--- src/rtl/alu_exec_pkg.sv ---
package alu_exec_pkg;

    localparam int DATA_W = 16;
    localparam int REG_N  = 4;

    typedef enum logic [3:0] {
        OP_MOVE, OP_AND, OP_XOR, OP_OR, OP_ADD, OP_ADDQ, OP_SUB, OP_CMP,
        OP_SXT,  OP_TEST, OP_INV, OP_NEG, OP_ABS
    } op_kind_e;

    typedef struct packed {
        logic n;
        logic z;
        logic v;
        logic c;
    } flags_t;

    typedef struct packed {
        op_kind_e   kind;
        logic [1:0] src;
        logic [1:0] dst;
        logic       wr;
    } dec_t;

    function automatic logic is_unary(input logic [1:0] s, input logic [1:0] d);
        return s == d;
    endfunction

endpackage

--- src/rtl/alu_exec_dec.sv ---
module alu_exec_dec
    import alu_exec_pkg::*;
(
    input  logic [6:0] op_i,
    output dec_t       dec_o
);
    logic     unary;
    op_kind_e kind;

    always_comb begin
        unary = is_unary(op_i[3:2], op_i[1:0]);
        case (op_i[6:4])
            3'd0:    kind = unary ? OP_SXT  : OP_MOVE;
            3'd1:    kind = unary ? OP_TEST : OP_AND;
            3'd2:    kind = OP_XOR;
            3'd3:    kind = unary ? OP_INV  : OP_OR;
            3'd4:    kind = OP_ADD;
            3'd5:    kind = OP_ADDQ;
            3'd6:    kind = unary ? OP_NEG  : OP_SUB;
            default: kind = unary ? OP_ABS  : OP_CMP;
        endcase
        dec_o.kind = kind;
        dec_o.src  = op_i[3:2];
        dec_o.dst  = op_i[1:0];
        dec_o.wr   = !(kind == OP_TEST || kind == OP_CMP);
    end
endmodule

--- src/rtl/alu_exec_alu.sv ---
module alu_exec_alu
    import alu_exec_pkg::*;
#(
    parameter int W = DATA_W
) (
    input  op_kind_e     kind_i,
    input  logic [W-1:0] a_i,      // destination value
    input  logic [W-1:0] b_i,      // source value
    input  logic [1:0]   qsel_i,
    output logic [W-1:0] res_o,
    output flags_t       flg_o
);
    logic [W-1:0] x, y, logic_res, qconst;
    logic         cin, use_add, inv_c;
    logic [W:0]   sum;

    always_comb begin
        case (qsel_i)
            2'd0:    qconst = W'(2);
            2'd1:    qconst = W'(1);
            2'd2:    qconst = {{(W-2){1'b1}}, 2'b10};
            default: qconst = '1;
        endcase
    end

    // Operand steering for the shared adder
    always_comb begin
        x         = a_i;
        y         = b_i;
        cin       = 1'b0;
        use_add   = 1'b0;
        inv_c     = 1'b0;
        logic_res = '0;
        case (kind_i)
            OP_MOVE: logic_res = b_i;
            OP_SXT:  logic_res = {{(W-8){a_i[7]}}, a_i[7:0]};
            OP_AND:  logic_res = a_i & b_i;
            OP_TEST: logic_res = a_i;
            OP_XOR:  logic_res = a_i ^ b_i;
            OP_OR:   logic_res = a_i | b_i;
            OP_INV:  logic_res = ~a_i;
            OP_ADD:  use_add = 1'b1;
            OP_ADDQ: begin use_add = 1'b1; y = qconst; end
            OP_SUB, OP_CMP: begin
                use_add = 1'b1; y = ~b_i; cin = 1'b1; inv_c = 1'b1;
            end
            OP_NEG: begin
                use_add = 1'b1; x = '0; y = ~a_i; cin = 1'b1; inv_c = 1'b1;
            end
            OP_ABS: begin
                if (a_i[W-1]) begin
                    use_add = 1'b1; x = '0; y = ~a_i; cin = 1'b1; inv_c = 1'b1;
                end else begin
                    logic_res = a_i;
                end
            end
            default: logic_res = '0;
        endcase
    end

    assign sum = {1'b0, x} + {1'b0, y} + {{W{1'b0}}, cin};

    always_comb begin
        res_o   = use_add ? sum[W-1:0] : logic_res;
        flg_o.n = res_o[W-1];
        flg_o.z = (res_o == '0);
        flg_o.v = use_add & (x[W-1] == y[W-1]) & (sum[W-1] != x[W-1]);
        flg_o.c = use_add & (sum[W] ^ inv_c);
    end
endmodule

--- src/rtl/alu_exec_rf.sv ---
module alu_exec_rf #(
    parameter int W     = 16,
    parameter int NREG  = 4,
    localparam int IDX_W = $clog2(NREG)
) (
    input  logic              clk,
    input  logic              rst,
    input  logic              we_i,
    input  logic [IDX_W-1:0]  waddr_i,
    input  logic [W-1:0]      wdata_i,
    input  logic [IDX_W-1:0]  raddr_a_i,
    input  logic [IDX_W-1:0]  raddr_b_i,
    output logic [W-1:0]      rdata_a_o,
    output logic [W-1:0]      rdata_b_o,
    output logic [NREG*W-1:0] flat_o
);
    logic [W-1:0] mem [NREG];

    for (genvar i = 0; i < NREG; i++) begin : g_reg
        always_ff @(posedge clk) begin
            if (rst)
                mem[i] <= '0;
            else if (we_i && waddr_i == IDX_W'(i))
                mem[i] <= wdata_i;
        end
        assign flat_o[i*W +: W] = mem[i];
    end

    assign rdata_a_o = mem[raddr_a_i];
    assign rdata_b_o = mem[raddr_b_i];
endmodule

--- src/rtl/alu_exec.sv ---
module alu_exec
    import alu_exec_pkg::*;
#(
    parameter int W    = DATA_W,
    parameter int NREG = REG_N,
    localparam int IDX_W = $clog2(NREG)
) (
    input  logic              clk,
    input  logic              rst,
    input  logic              exec_valid_i,
    input  logic [6:0]        opcode_i,
    input  logic              ld_en_i,
    input  logic [IDX_W-1:0]  ld_idx_i,
    input  logic [W-1:0]      ld_data_i,
    output logic [NREG*W-1:0] regs_o,
    output logic [3:0]        flags_o
);
    dec_t         dec;
    logic [W-1:0] dst_val, src_val, alu_res, wdata;
    flags_t       alu_flg, flg_q;
    logic         we;
    logic [IDX_W-1:0] waddr;

    alu_exec_dec u_dec (
        .op_i  (opcode_i),
        .dec_o (dec)
    );

    alu_exec_rf #(.W(W), .NREG(NREG)) u_rf (
        .clk       (clk),
        .rst       (rst),
        .we_i      (we),
        .waddr_i   (waddr),
        .wdata_i   (wdata),
        .raddr_a_i (IDX_W'(dec.dst)),
        .raddr_b_i (IDX_W'(dec.src)),
        .rdata_a_o (dst_val),
        .rdata_b_o (src_val),
        .flat_o    (regs_o)
    );

    alu_exec_alu #(.W(W)) u_alu (
        .kind_i (dec.kind),
        .a_i    (dst_val),
        .b_i    (src_val),
        .qsel_i (dec.src),
        .res_o  (alu_res),
        .flg_o  (alu_flg)
    );

    // Execute has priority over the load port
    always_comb begin
        if (exec_valid_i) begin
            we    = dec.wr;
            waddr = IDX_W'(dec.dst);
            wdata = alu_res;
        end else begin
            we    = ld_en_i;
            waddr = ld_idx_i;
            wdata = ld_data_i;
        end
    end

    always_ff @(posedge clk) begin
        if (rst)
            flg_q <= '0;
        else if (exec_valid_i)
            flg_q <= alu_flg;
    end

    assign flags_o = flg_q;
endmodule

--- config.mk ---
export PLATFORM = sky130hd
export DESIGN_NAME = alu_exec
export DESIGN_NICKNAME = d
export VERILOG_FILES = /design/src/rtl/alu_exec_pkg.sv /design/src/rtl/alu_exec_dec.sv /design/src/rtl/alu_exec_alu.sv /design/src/rtl/alu_exec_rf.sv /design/src/rtl/alu_exec.sv
export SDC_FILE = /design/constraint.sdc
export NUM_CORES = 1
export LEC_CHECK = 0
export BUFFER_PORTS_ARGS = -buffer_cell sky130_fd_sc_hd__buf_2
export CORE_MARGIN = 5
export CORE_UTILIZATION = 39
export CTS_CLUSTER_SIZE = 14
export DETAILED_ROUTE_END_ITERATION = 8
export PLACE_DENSITY_LB_ADDON = 0.2
export SYNTH_ARGS = -nofsm -noshare
export SYNTH_HDL_FRONTEND = slang
export SYNTH_HIERARCHICAL = 1
export SYNTH_SLANG_ARGS = --single-unit
--- constraint.sdc ---
create_clock -name clk -period 12.2 [get_ports clk]
set_clock_uncertainty 0.15 [all_clocks]
set_input_delay 0.61 -clock clk [delete_from_list [all_inputs] [get_ports clk]]
set_output_delay 0.61 -clock clk [all_outputs]
set_load 0.02 [all_outputs]
==> results.txt <==
ANT nets after route = 0
Antenna violations before repair = 0
Cell-internal power = 0.000581 W
Worst-Margin Slew = 0.807 ns
Largest net degree at the start of global routing = 46
Met1 wire length = 9.28 mm
Synth cell types = 70
Cts hold-fix bufs = 0
Max Fanout on Critical Path = 45
Synth area leader = edfxtp_1
CP endpoint kind = flip-flop
GP Congestion = 0.936
H-tree level count = 3
Final Cycle Share = 58.0%
Peak supply drop = 0.111 mV
Sequential cell area = 2000 µm²
Unrepaired setup endpoints after global routing = false
Netlist Area Pre-Place = 6900 µm²
Post-Synthesis Cells = 707
Core area = 17,300 µm²
Clk pwr share = 24.4%
Count of state elements after synthesis = 68
Fill count = 1,702
Synth async-reset ratio = 0%
Residual DRC = 0
Syn-to-layout area delta = 11.0%
Die span in x = 143 µm
Primary FF master, synth = edfxtp_1
CTS resizes = 0
Num CTS Buffers = 9
Number of flops mapped to enable cells by yosys = 64
Worst min path class = reg2reg
Status = finished, final reports clean
Max-cap violations = 0
CTS Buffer Depth = 2
Count leader, synth = nor2_1
Via Count = 5,914
Yosys warnings = 6
Fin Setup TNS = 0 ns
Fin crit period = 7.07 ns
Die H = 143 µm
Initial DRC count = 523
Fin. Hold Viols = 0
Clk_lat worst skew = 0.33 ns
Met2 wire len = 10.3 mm
First-pass GRT wire length = 33.5 mm
Clock Pin Slew Worst Setup and Hold Paths = 0.06 ns
Register area share after synthesis = 29.0%
Routed wire per std cell = 21.8 µm
I/O Pins = 97
GRT Resource Usage Total = 21.2%
Via density = 5.91
Combinational Power Share = 45.1%
Crit start category = input pin
Pins Over Slew Limit = 0
Worst Path Required = 12.13 ns
CTS root buf = clkbuf_16
Routed wire length = 21.8 mm
Met3 wire length = 1.65 mm
Syn nets = 786
Clk sinks = 68
DIE AREA = 20,400 µm²
Total Power = 0.000965 W
Antenna cells = 0
Yosys top cell area share = 27.9%
CTS tree = built
Net Sw Power = 0.000384 W
Synth cell count leaders = 117 x nor2_1, 64 x edfxtp_1, 53 x inv_1
Static Leak = 3.22 nW
Power per cell area = 126 nW/µm²
Vias in the first global route = 5,689
Highest routed metal layer = met4
Avg Cell Area, Syn = 9.75 µm²
Top cells by area, synth = edfxtp_1 28%, mux4_2 8.8%, ha_1 8.7%
Flop pwr share = 30.5%
Sw frac = 39.8%
Gr ovfl total = 0
DRT Pass-1 Iters = 5
Final setup fails = 0
IO Port Bufs = 96
Setup Fix Bufs, Post-CTS = 0
Dpl hpwl = 16.7 mm
Slew margin rel. = 46.1%
Initial core utilization = 39.9%
Final net count = 850
Fmax = 0.141 GHz
Area of the multi-input gates = 4350 µm²
Share of post-route cells with drive strength above 1 = 23.0%
WS Path Type = in2reg
Critical path arrival = 7.00 ns
Floorplan row count = 48
-- final timing paths --
path / slack (ns) / from / to / depth (start not counted)
worst max-delay path: 5.13 / opcode_i[2] / u_rf/mem[2][14]$_SDFFCE_PN0P_ / 24
worst min-delay path: 0.34 / flags_o[0]$_SDFFE_PP0P_ / flags_o[0]$_SDFFE_PP0P_ / 2
worst max register to register: 6.08 / u_rf/mem[1][15]$_SDFFCE_PN0P_ / flags_o[2]$_SDFFE_PP0P_ / 20
worst min register to register: 0.34 / flags_o[0]$_SDFFE_PP0P_ / flags_o[0]$_SDFFE_PP0P_ / 2
-- sequential cells by signal (all words and copies together), names as in the netlist --
name	count
flags_o	4
u_rf/mem	64
-- cell families after synthesis --
| logic type | count (synthesis) | synth area share, % |
|---|---|---|
| mux | 73 | 19.8 |
| simple gates | 238 | 16.7 |
| fa+ha+maj | 50 | 9.29 |
| xor+xnor | 14 | 1.78 |
| buf+inv | 106 | 8.26 |
| compound gates | 158 | 15.1 |
| flops | 68 | 29.0 |
-- routing by layer --
metal / up-vias / global-route usage, %
met2: 287 / 34.8
met4: 0 / 6.40
met1: 2854 / 29.4
met3: 30 / 2.95
li1: 2743 / -
met5: - / 0
-- placed cells by master, fill, tap and decap left out, types with 4 or more instances in the layout --
cell / Yosys / routed
xnor2_1: 10 / 10
nor4_1: 4 / 4
a21o_1: 5 / 5
nor2b_1: 5 / 5
xor2_1: 4 / 4
ha_1: 48 / 48
mux2_4: 16 / 16
nand3_1: 7 / 7
nand4_1: 4 / 4
dfxtp_1: 4 / 4
o31ai_1: 6 / 6
nand3b_1: 16 / 16
o22ai_1: 4 / 4
mux2i_1: 13 / 13
nand2_1: 31 / 31
buf_4: 8 / 10
inv_1: 53 / 53
o21a_1: 5 / 5
mux4_1: 13 / 13
o221ai_1: 5 / 5
and2_1: 16 / 16
o211ai_1: 18 / 18
nor3_1: 7 / 7
a21oi_1: 47 / 47
mux4_2: 27 / 27
o21ai_0: 25 / 25
nand2b_1: 14 / 14
clkbuf_16: 0 / 9
edfxtp_1: 64 / 64
o21bai_1: 6 / 6
buf_2: 18 / 96
a211oi_1: 6 / 5
nor2_1: 117 / 117
-- cell type report --
cell class	instances	area share, %
well taps	225	3.68
multi-input cells	533	56.8
repair buffers	106	7.26
inverters	53	2.60
flip-flops and latches	68	26.2
clock inverters	6	0.540
clock buffers	9	2.94
-- through the flow --
| stage | hold WS (ns) | instances | util [%] | setup WS, ns | area (µm²) |
|---|---|---|---|---|---|
| floorplan | 0.429 | 707 | - | 6.50 | 6900 |
| global placement | 0.332 | 985 | 42.7 | 5.02 | 7390 |
| detailed placement | 0.325 | 985 | 42.7 | 4.83 | 7390 |
| CTS | 0.341 | 1000 | 44.2 | 5.16 | 7650 |
| global route | 0.410 | 1000 | 44.2 | 4.60 | 7650 |
| finish | 0.342 | 1000 | 44.2 | 5.13 | 7650 |
-- critical path, cell delays in order --
cell	delay (ns)
buf_2	0.49
xnor2_1	0.33
nand3_1	0.20
mux2_1	0.34
buf_4	0.28
nand4bb_1	0.30
o21ai_0	0.12
nand2_1	0.49
o21a_1	0.45
o21ai_0	0.22
o211ai_1	0.14
fa_1	0.52
inv_1	0.10
fa_1	0.22
nor2b_1	0.07
o2111a_1	0.25
nor4b_1	0.59
o31ai_1	0.17
a21oi_1	0.27
xnor2_1	0.14
a21o_1	0.19
mux2_4	0.27
nand3b_1	0.16
nor2_1	0.07
-- power groups by stage --
stage | sequential [W] | combinational, W | clock [W]
2_1_floorplan | 0.000315 | 0.000292 | 0
3_3_place_gp | 0.000297 | 0.000422 | 0
3_5_place_dp | 0.000298 | 0.000426 | 0
4_1_cts | 0.000294 | 0.000429 | 0.000239
5_1_grt | 0.000296 | 0.000472 | 0.000250
6_report | 0.000294 | 0.000435 | 0.000235
No activity file was read; power rests on OpenSTA's default activity.
